--- config.mk ---
export PLATFORM = sky130hd
export DESIGN_NAME = mii_rx_decoder
export DESIGN_NICKNAME = d
export VERILOG_FILES = /design/src/rtl/mrx_pkg.sv /design/src/rtl/mrx_sync.sv /design/src/rtl/mrx_oob.sv /design/src/rtl/mrx_framer.sv /design/src/rtl/mii_rx_decoder.sv
export SDC_FILE = /design/constraint.sdc
export NUM_CORES = 1
export LEC_CHECK = 0
export BUFFER_PORTS_ARGS = -buffer_cell sky130_fd_sc_hd__buf_2
export CAP_MARGIN = 30
export CORE_AREA = 5 5 76 78
export DETAILED_ROUTE_END_ITERATION = 10
export DIE_AREA = 0 0 81 83
export HOLD_SLACK_MARGIN = 0.08
export PLACE_DENSITY = 0.6
export SLEW_MARGIN = 10
export SYNTH_ARGS = -nofsm -noshare
export SYNTH_HDL_FRONTEND = slang
export SYNTH_SLANG_ARGS = --single-unit
--- constraint.sdc ---
create_clock -name clk -period 1.1 [get_ports clk]
set_clock_uncertainty 0.15 [all_clocks]
set_input_delay 0.11 -clock clk [delete_from_list [all_inputs] [get_ports clk]]
set_output_delay 0.11 -clock clk [all_outputs]
set_load 0.01 [all_outputs]
--- src/rtl/mrx_pkg.sv ---
package mrx_pkg;

    localparam int NIB_W  = 4;
    localparam int BYTE_W = 2 * NIB_W;

    localparam logic [NIB_W-1:0] PRE_NIB   = 4'h5;
    localparam logic [NIB_W-1:0] SFD_HI    = 4'hD;
    localparam logic [NIB_W-1:0] LPI_CODE  = 4'h1;
    localparam logic [NIB_W-1:0] FCAR_CODE = 4'hE;

    typedef enum logic {ST_HUNT, ST_DATA} frm_state_e;

    typedef struct packed {
        logic             dv;
        logic             er;
        logic [NIB_W-1:0] d;
    } nib_in_t;

    typedef struct packed {
        logic [BYTE_W-1:0] data;
        logic              sof;
        logic              eof;
        logic              err;
        logic              align;
    } byte_ev_t;

    function automatic logic is_delim(input logic [NIB_W-1:0] prev,
                                      input logic [NIB_W-1:0] cur);
        return (prev == PRE_NIB) && (cur == SFD_HI);
    endfunction

    function automatic logic oob_match(input nib_in_t n,
                                       input logic [NIB_W-1:0] code);
        return !n.dv && n.er && (n.d == code);
    endfunction

endpackage

--- src/rtl/mrx_sync.sv ---
module mrx_sync #(
    parameter int WIDTH  = 2,
    parameter int STAGES = 2
) (
    input  logic             clk,
    input  logic             rst,
    input  logic [WIDTH-1:0] d_async,
    output logic [WIDTH-1:0] q_sync
);
    logic [WIDTH-1:0] stg [STAGES];

    always_ff @(posedge clk) begin
        if (rst) stg[0] <= '0;
        else     stg[0] <= d_async;
    end

    for (genvar i = 1; i < STAGES; i++) begin : g_stage
        always_ff @(posedge clk) begin
            if (rst) stg[i] <= '0;
            else     stg[i] <= stg[i-1];
        end
    end

    assign q_sync = stg[STAGES-1];
endmodule

--- src/rtl/mrx_oob.sv ---
module mrx_oob
    import mrx_pkg::*;
(
    input  logic    clk,
    input  logic    rst,
    input  nib_in_t nin,
    output logic    lpi,
    output logic    fcar
);
    always_ff @(posedge clk) begin
        if (rst) begin
            lpi  <= 1'b0;
            fcar <= 1'b0;
        end else begin
            lpi  <= oob_match(nin, LPI_CODE);
            fcar <= oob_match(nin, FCAR_CODE);
        end
    end
endmodule

--- src/rtl/mrx_framer.sv ---
module mrx_framer
    import mrx_pkg::*;
(
    input  logic     clk,
    input  logic     rst,
    input  nib_in_t  nin,
    output byte_ev_t ev,
    output logic     ev_valid
);
    frm_state_e        st;
    logic [NIB_W-1:0]  prev_nib;
    logic              prev_ok;
    logic [NIB_W-1:0]  low_nib;
    logic              phase;
    logic              err_acc;
    logic [BYTE_W-1:0] held_data;
    logic              held_sof;
    logic              held_ok;
    logic              first_pend;

    always_ff @(posedge clk) begin
        if (rst) begin
            st         <= ST_HUNT;
            prev_nib   <= '0;
            prev_ok    <= 1'b0;
            low_nib    <= '0;
            phase      <= 1'b0;
            err_acc    <= 1'b0;
            held_data  <= '0;
            held_sof   <= 1'b0;
            held_ok    <= 1'b0;
            first_pend <= 1'b0;
            ev         <= '0;
            ev_valid   <= 1'b0;
        end else begin
            ev_valid <= 1'b0;
            ev       <= '0;
            if (!nin.dv) begin
                // frame boundary: flush the held byte as the last one
                if (st == ST_DATA && held_ok) begin
                    ev_valid <= 1'b1;
                    ev       <= '{data: held_data, sof: held_sof, eof: 1'b1,
                                  err: err_acc, align: phase};
                end
                st         <= ST_HUNT;
                prev_ok    <= 1'b0;
                phase      <= 1'b0;
                held_ok    <= 1'b0;
                err_acc    <= 1'b0;
                first_pend <= 1'b0;
            end else begin
                err_acc  <= err_acc | nin.er;
                prev_nib <= nin.d;
                prev_ok  <= 1'b1;
                if (st == ST_HUNT) begin
                    if (prev_ok && is_delim(prev_nib, nin.d)) begin
                        st         <= ST_DATA;
                        phase      <= 1'b0;
                        first_pend <= 1'b1;
                    end
                end else if (!phase) begin
                    low_nib <= nin.d;
                    phase   <= 1'b1;
                end else begin
                    phase <= 1'b0;
                    if (held_ok) begin
                        ev_valid <= 1'b1;
                        ev       <= '{data: held_data, sof: held_sof, eof: 1'b0,
                                      err: 1'b0, align: 1'b0};
                    end
                    held_data  <= {nin.d, low_nib};
                    held_sof   <= first_pend;
                    held_ok    <= 1'b1;
                    first_pend <= 1'b0;
                end
            end
        end
    end
endmodule

--- src/rtl/mii_rx_decoder.sv ---
module mii_rx_decoder
    import mrx_pkg::*;
#(
    parameter int SYNC_STAGES = 2
) (
    input  logic                      clk,
    input  logic                      rst,
    input  logic                      half_duplex,
    input  logic                      rx_dv,
    input  logic                      rx_er,
    input  logic [mrx_pkg::NIB_W-1:0] rxd,
    input  logic                      crs,
    input  logic                      col,
    output logic [mrx_pkg::BYTE_W-1:0] out_data,
    output logic                      out_valid,
    output logic                      out_sof,
    output logic                      out_eof,
    output logic                      out_err,
    output logic                      out_align_err,
    output logic                      lpi_ind,
    output logic                      false_carrier,
    output logic                      carrier,
    output logic                      collision,
    output logic                      phy_absent
);
    nib_in_t  nin;
    byte_ev_t ev;
    logic     ev_valid;
    logic [1:0] st_sync;

    assign nin = '{dv: rx_dv, er: rx_er, d: rxd};

    mrx_framer u_framer (
        .clk      (clk),
        .rst      (rst),
        .nin      (nin),
        .ev       (ev),
        .ev_valid (ev_valid)
    );

    mrx_oob u_oob (
        .clk  (clk),
        .rst  (rst),
        .nin  (nin),
        .lpi  (lpi_ind),
        .fcar (false_carrier)
    );

    mrx_sync #(.WIDTH(2), .STAGES(SYNC_STAGES)) u_sync (
        .clk     (clk),
        .rst     (rst),
        .d_async ({col, crs}),
        .q_sync  (st_sync)
    );

    assign out_data      = ev.data;
    assign out_valid     = ev_valid;
    assign out_sof       = ev.sof;
    assign out_eof       = ev.eof;
    assign out_err       = ev.err;
    assign out_align_err = ev.align;

    assign carrier    = half_duplex & st_sync[0];
    assign collision  = half_duplex & st_sync[1];
    assign phy_absent = half_duplex & st_sync[1] & ~st_sync[0];
endmodule

==> impl_results.md, run 1 <==
- Outcome: finished with violations
- Failing checks: hold timing, setup timing
- Core region area: 0.00501 mm^2
- Yosys cell types: 28
- # IOs: 29
- Final ANT Viol Nets: 0
- Final WL: 3140 um
- TritonCTS clock tree: built
- FF-to-FF Start: u_framer.phase
- Final Hold Viols: 1
- Worst r2r path cells: 4
- Critical path type: reg2out
- Fin cells: 272
- Post-route DRC: 0
- Critical Path Fanout Max: 2
- Clock power frac: 41.6%
- Rel. slew slack: 79.7%
- H-tree levels: 2
- Max-cap violations: 0
- TritonCTS buffer count: 5
- Hold endpoint: u_framer.ev[2]
- Total clock sinks: 42
- First-pass GRT wire length: 4800 um
- Wire per inst: 11.5 um
- Port Buf Inserts: 28
- Fin area: 0.00220 mm^2
- Dpl ws: -108 ps
- Yosys reg bits: 42
- Area of the die: 0.00672 mm^2
- Antenna Cells: 0
- Setup Total Neg Slack: -722 ps
- Syn_nets: 152
- Hold_ws: -34.0 ps
- Fin crit share: 112%
- Avg Inst Size Synth: 10.3 um^2
- Count of pins over their slew limit: 0
- Register-to-register setup slack: -30 ps
- Post-layout net count: 212
- Vias in the first global route: 1016
- Clock root buffer: clkbuf_8
- DR pass1 iterations: 4
- Post-Syn Area: 0.00146 mm^2
- PnR worst setup slack: -129 ps
- RSZ-0062 raised after global routing: true
- Sequential power share: 52.3%
- CP Launch Type: register
- DIE HEIGHT: 83 um
- Placed Instances: 246
- Worst min-delay path startpoint: rx_dv
- Fmax: 0.814 GHz
- Cell area after placement: 0.00175 mm^2
- GP Congestion: 0.733
- Hold Crit Depth: 2
- Initial DRC count: 36
- CTS clk-pin slew, worst paths: 80 ps
- Combinational power share: 6.1%
- Total Power: 0.00295 W
- Top routing layer in use: met4
- Global route overflow: 0
- Fin crit period: 1230 ps
- Pint: 0.00231 W
- Synthesis-to-finish area growth: 51.2%
- Clock buffer depth: 2
- Met2 routed WL: 1610 um
- Switch share: 21.8%
- Starting density of the core: 29.1%
- Yosys warns: 0
- Worst R2R End: u_framer.held_data[4]
- Wire length on met1: 1290 um
- Die extent in x: 81 um
- Seq/Total Area, Yosys: 57.7%
- Gr usage total: 9.39%
- Leakage Power: 0.962 nW
- Worst skew pair latency: 300 ps
- Wire length on met3: 158 um
- CP endpoint kind: output pin
- Net Switching: 0.000643 W
- Post-DP HPWL: 1890 um
- Filler Cell Count: 514
- Tightest Hold Check Type: in2reg
- Pwr dens: 1340 mW/mm^2
- Worst slew pin tran: 302 ps
- Synthesized instance count: 141
- Arr. time, crit path: 970 ps
- Vias per cell: 4.08
- Commonest non-fill, non-tap cell in the layout: dfxtp_1
- Row Count: 26
- Initial antenna violation count: 0
- Most frequent cells in the layout: dfxtp_1 (38), buf_2 (27), nand2_2 (15)
- CP Data Required Time: 840 ps
- Final setup fails: 27
- Largest vdd supply drop: 0.500 mV
- Share of post-route cells with drive strength above 1: 49.0%
- Largest net degree at the start of global routing: 15
- Via count: 1111
-- state kept, by name, summed over array words and instances, names as in the netlist --
| register | cells |
|---|---|
| u_framer.err_acc | 1 |
| u_framer.ev | 12 |
| u_framer.ev_valid | 1 |
| u_framer.first_pend | 1 |
| u_framer.held_data | 8 |
| u_framer.held_ok | 1 |
| u_framer.held_sof | 1 |
| u_framer.low_nib | 4 |
| u_framer.phase | 1 |
| u_framer.prev_nib | 4 |
| u_framer.prev_ok | 1 |
| u_framer.st | 1 |
| u_oob.fcar | 1 |
| u_oob.lpi | 1 |
| u_sync.stg | 4 |
-- critical path, stage by stage (launching register included) --
cell and delay [ps]:
dfxtp_1 310, and2_4 130, nor2b_4 130, buf_6 100
-- timing repair --
action                                  in CTS  in global routing
resized for setup                           19                 30
hold endpoints to repair                    18                  9
gates cloned                                 2                  1
buffers inserted                             3                  0
hold buffers                                 6                 10
pin swaps                                    6                 24
endpoints found under the setup margin      29                 35
-- layer usage --
metal	vias up	track usage, %
li1	582	-
met1	502	11.1
met2	20	14.6
met3	7	3.03
met4	0	5.53
met5	-	0
-- per-stage QoR --
step                hold WS (ps)  utilization [%]
floorplan                   37.9                -
global placement             168             34.9
detailed placement           177             34.9
CTS                        -84.9             40.5
global route               -15.6             44.0
finish                     -34.0             44.0
-- Yosys cell counts --
master	count	area, um^2
inv_2	1	3.75
nand2b_4	1	13.8
and3_1	1	6.26
dfxtp_1	42	841
o21ai_0	1	5.00
a221oi_1	1	8.76
a22o_1	2	17.5
and2_1	13	81.3
nand2b_1	1	6.26
nor3_1	2	10.0
nand3b_1	1	7.51
a21oi_1	7	35.0
mux2i_1	8	80.1
nor4_4	1	21.3
nor4_1	2	12.5
a21oi_2	4	35.0
buf_2	2	10.0
nor2_1	13	48.8
nor3_4	1	16.3
inv_1	2	7.51
buf_4	3	22.5
nand2_1	20	75.1
nand3b_2	1	11.3
nor2b_1	6	37.5
buf_6	2	22.5
and4b_1	1	10.0
nand2_2	1	6.26
nand3_1	1	5.00
-- final cells by class --
cell class                 count  area, um^2  share of cell area, %
tap                           70        87.6                   3.97
timing repair buffer          59         450                   20.4
multi-input combinational     90         692                   31.4
clock inverter                 3        43.8                   1.99
clock buffer                   5        68.8                   3.12
inverter                       3        11.3                  0.511
sequential                    42         851                   38.6
-- worst max-delay path by stage --
stage	start	end	slack, ps	cells past startpoint
6_report	u_sync.stg[1][1]	phy_absent	-130	3
5_1_grt	u_sync.stg[1][1]	phy_absent	-180	3
4_1_cts	u_sync.stg[1][1]	phy_absent	-150	3
3_5_place_dp	u_framer.phase	u_framer.held_data[5]	-110	3
3_3_place_gp	u_framer.phase	u_framer.phase	-80	3
2_1_floorplan	u_framer.st	u_framer.held_data[4]	3	5
-- kinds of logic after synthesis --
group | synth area share [%]
muxes | 5.49
and+or+nand+nor | 25.3
DFF | 57.7
AOI/OAI and AO/OA | 6.95
buffers and inverters | 4.55
-- power groups by stage --
stage	Clock, W	Combinational [W]	Sequential (W)
after floorplan	0	0.0000739	0.00158
after global placement	0	0.000130	0.00158
after detailed placement	0	0.000130	0.00158
after CTS	0.00126	0.000151	0.00154
after global routing	0.00134	0.000198	0.00155
final	0.00123	0.000180	0.00154
Note: power is estimated with default switching activity, not from simulation.
==> run 2: changes to the inputs <==
- CORE_AREA: 5 5 76 78 -> 2 2 73 75
- DIE_AREA: 0 0 81 83 -> 0 0 75 77
- SETUP_SLACK_MARGIN: not set -> 0.05
- TNS_END_PERCENT: not set -> 1
==> run 2 against run 1 <==
Compared with the run above:
- the run still ends with hold timing, setup timing left
- via count down 3.1%
- die area down 14%
- non-clock buffer count is 12 lower
- worst hold slack got worse by 63 ps
- cell count fell by 4.8%
- fmax rose by 0.23%
- core utilization fell by 4.3 points
- register-to-register slack worse by 30 ps
- highest routed layer unchanged
==> impl_results.md, run 2 (synthesis gave the netlist of run 1 again) <==
- Count of pins over their slew limit: 0 (unchanged)
- Core region area: 0.00498 mm^2 (was 0.00501 mm^2)
- Initial DRC count: 38 (was 36)
- CTS clk-pin slew, worst paths: 80 ps (about the same)
- Share of post-route cells with drive strength above 1: 41.3% (was 49.0%)
- First-pass GRT wire length: 4480 um (was 4800 um)
- Commonest non-fill, non-tap cell in the layout: dfxtp_1 (unchanged)
- Fin crit period: 1230 ps (about the same)
- Wire per inst: 10.2 um (was 11.5 um)
- Worst r2r path cells: 3 (was 4)
- Final Hold Viols: 5 (was 1)
- Post-layout net count: 199 (was 212)
- Rel. slew slack: 79.1% (was 79.7%)
- Critical Path Fanout Max: 2 (unchanged)
- Worst skew pair latency: 290 ps (was 300 ps)
- Fin crit share: 111% (was 112%)
- Sequential power share: 57.3% (was 52.3%)
- FF/Latch Area: 851 um^2 (unchanged)
- Pwr dens: 1360 mW/mm^2 (was 1340 mW/mm^2)
- Most flops, register: u_framer.ev (unchanged)
- Post-DP HPWL: 1890 um (about the same)
- Leakage Power: 0.877 nW (was 0.962 nW)
- Fin area: 0.00198 mm^2 (was 0.00220 mm^2)
- Worst slew pin tran: 311 ps (was 302 ps)
- Tightest Hold Check Type: in2reg (unchanged)
- RSZ-0062 raised after global routing: true (unchanged)
- Row Count: 26 (unchanged)
- CP endpoint kind: output pin (unchanged)
- Port Buf Inserts: 28 (unchanged)
- Largest vdd supply drop: 0.474 mV (was 0.500 mV)
- Largest net degree at the start of global routing: 15 (unchanged)
- Filler Cell Count: 511 (was 514)
- Cell area after placement: 0.00175 mm^2 (about the same)
- Switch share: 23.5% (was 21.8%)
- Final setup fails: 6 (was 27)
- Starting density of the core: 29.3% (was 29.1%)
- Final design utilization: 39.7% (was 44.0%)
- CP Launch Type: register (unchanged)
- Clock root buffer: clkbuf_8 (unchanged)
- Gr usage total: 10.3% (was 9.39%)
- Global route overflow: 0 (unchanged)
- Hold_ws: -97.4 ps (was -34.0 ps)
- Total clock sinks: 42 (unchanged)
- Post-route DRC: 0 (unchanged)
- TritonCTS buffer count: 5 (unchanged)
- # IOs: 29 (unchanged)
- Largest register FFs: 12 (unchanged)
- TritonCTS clock tree: built (unchanged)
- Hold Crit Depth: 2 (unchanged)
- GP Congestion: 0.715 (was 0.733)
- Failing checks: hold timing, setup timing (unchanged)
- Outcome: finished with violations (unchanged)
- Vias per cell: 4.16 (was 4.08)
- Total Power: 0.00269 W (was 0.00295 W)
- Die extent in x: 75 um (was 81 um)
- CP peak stage delay: 320 ps (was 310 ps)
- Clock buffer depth: 2 (unchanged)
- Final WL: 2630 um (was 3140 um)
- Most frequent cells in the layout: dfxtp_1 (38), buf_2 (28), nand2_1 (19) (was dfxtp_1 (38), buf_2 (27), nand2_2 (15))
- Vias in the first global route: 972 (was 1016)
- Combinational power share: 5.9% (was 6.1%)
- DR pass1 iterations: 4 (unchanged)
- Net Switching: 0.000632 W (was 0.000643 W)
- Initial antenna violation count: 0 (unchanged)
- Fmax: 0.815 GHz (was 0.814 GHz)
- DIE HEIGHT: 77 um (was 83 um)
- Area of the die: 0.00578 mm^2 (was 0.00672 mm^2)
- Critical-path top delay cell: dfxtp_1 (unchanged)
- Via count: 1077 (was 1111)
- Final ANT Viol Nets: 0 (unchanged)
- Arr. time, crit path: 970 ps (about the same)
- Synthesis-to-finish area growth: 35.5% (was 51.2%)
- Top Registers: u_framer.ev x12, u_framer.held_data x8 (unchanged)
- H-tree levels: 2 (unchanged)
- Pint: 0.00206 W (was 0.00231 W)
- Critical path type: reg2out (unchanged)
- Critical-path cell list: and2_4 > nor2b_4 > buf_6 (unchanged)
- CP Data Required Time: 840 ps (about the same)
- PnR worst setup slack: -126 ps (was -129 ps)
- Multi-input logic area: 622 um^2 (was 692 um^2)
- Antenna Cells: 0 (unchanged)
- Clock power frac: 36.8% (was 41.6%)
- Max-cap violations: 0 (unchanged)
## run 2: cell type report
type | count | area share, %
multi-input cells | 89 | 31.5
clock inverters | 3 | 1.08
well taps | 70 | 4.43
clock buffers | 5 | 3.48
flip-flops and latches | 42 | 43.1
repair buffers | 47 | 15.9
inverters | 3 | 0.570
## run 2: per-stage QoR
step           hold slack (ps)  std cells  TNS [ps]  worst slack (ps)
4_1_cts                   -104        258      -739              -158
2_1_floorplan             37.9        141         0              15.2
5_1_grt                   -105        259      -998              -170
6_report                 -97.4        259      -304              -126
3_3_place_gp               168        244      -945             -71.2
3_5_place_dp               178        244     -1470              -100
## run 2: per-layer routing
metal	wire length, um	track usage [%]	share of wire [%]
met2	1200	15.7	46
met5	0	0	0
met4	52	5.89	2.0
met3	128	4.47	4.9
met1	1250	11.9	48
## run 2: path summary, 6_finish.rpt
| path | from | end | slack (ps) |
|---|---|---|---|
| max reg2reg | u_framer.phase | u_framer.phase | -60 |
| max | u_sync.stg[1][1] | phy_absent | -130 |
| min reg2reg | u_sync.stg[0][0] | u_sync.stg[1][0] | 290 |
| min | rxd[0] | u_oob.fcar | -100 |
## run 2: worst max-delay path: cells and delay by family (launching register included)
kind,cells,cell delay (ps)
simple gates,2,260
buf+inv,1,100
flops,1,320
## run 2: power by group through the flow
stage	clock network, W	registers (W)	logic [W]
final	0.000990	0.00154	0.000159
after global routing	0.00109	0.00155	0.000175
after CTS	0.00102	0.00155	0.000150
after detailed placement	0	0.00158	0.000132
after global placement	0	0.00158	0.000132
after floorplan	0	0.00158	0.0000745
## run 2: timing repair
action,in CTS,in global routing
resized for setup,4,19
cloned,0,0
pin swaps,3,5
setup endpoints to repair,31,36
hold endpoints to repair,18,7
hold buffers,6,1
buffers inserted,0,0
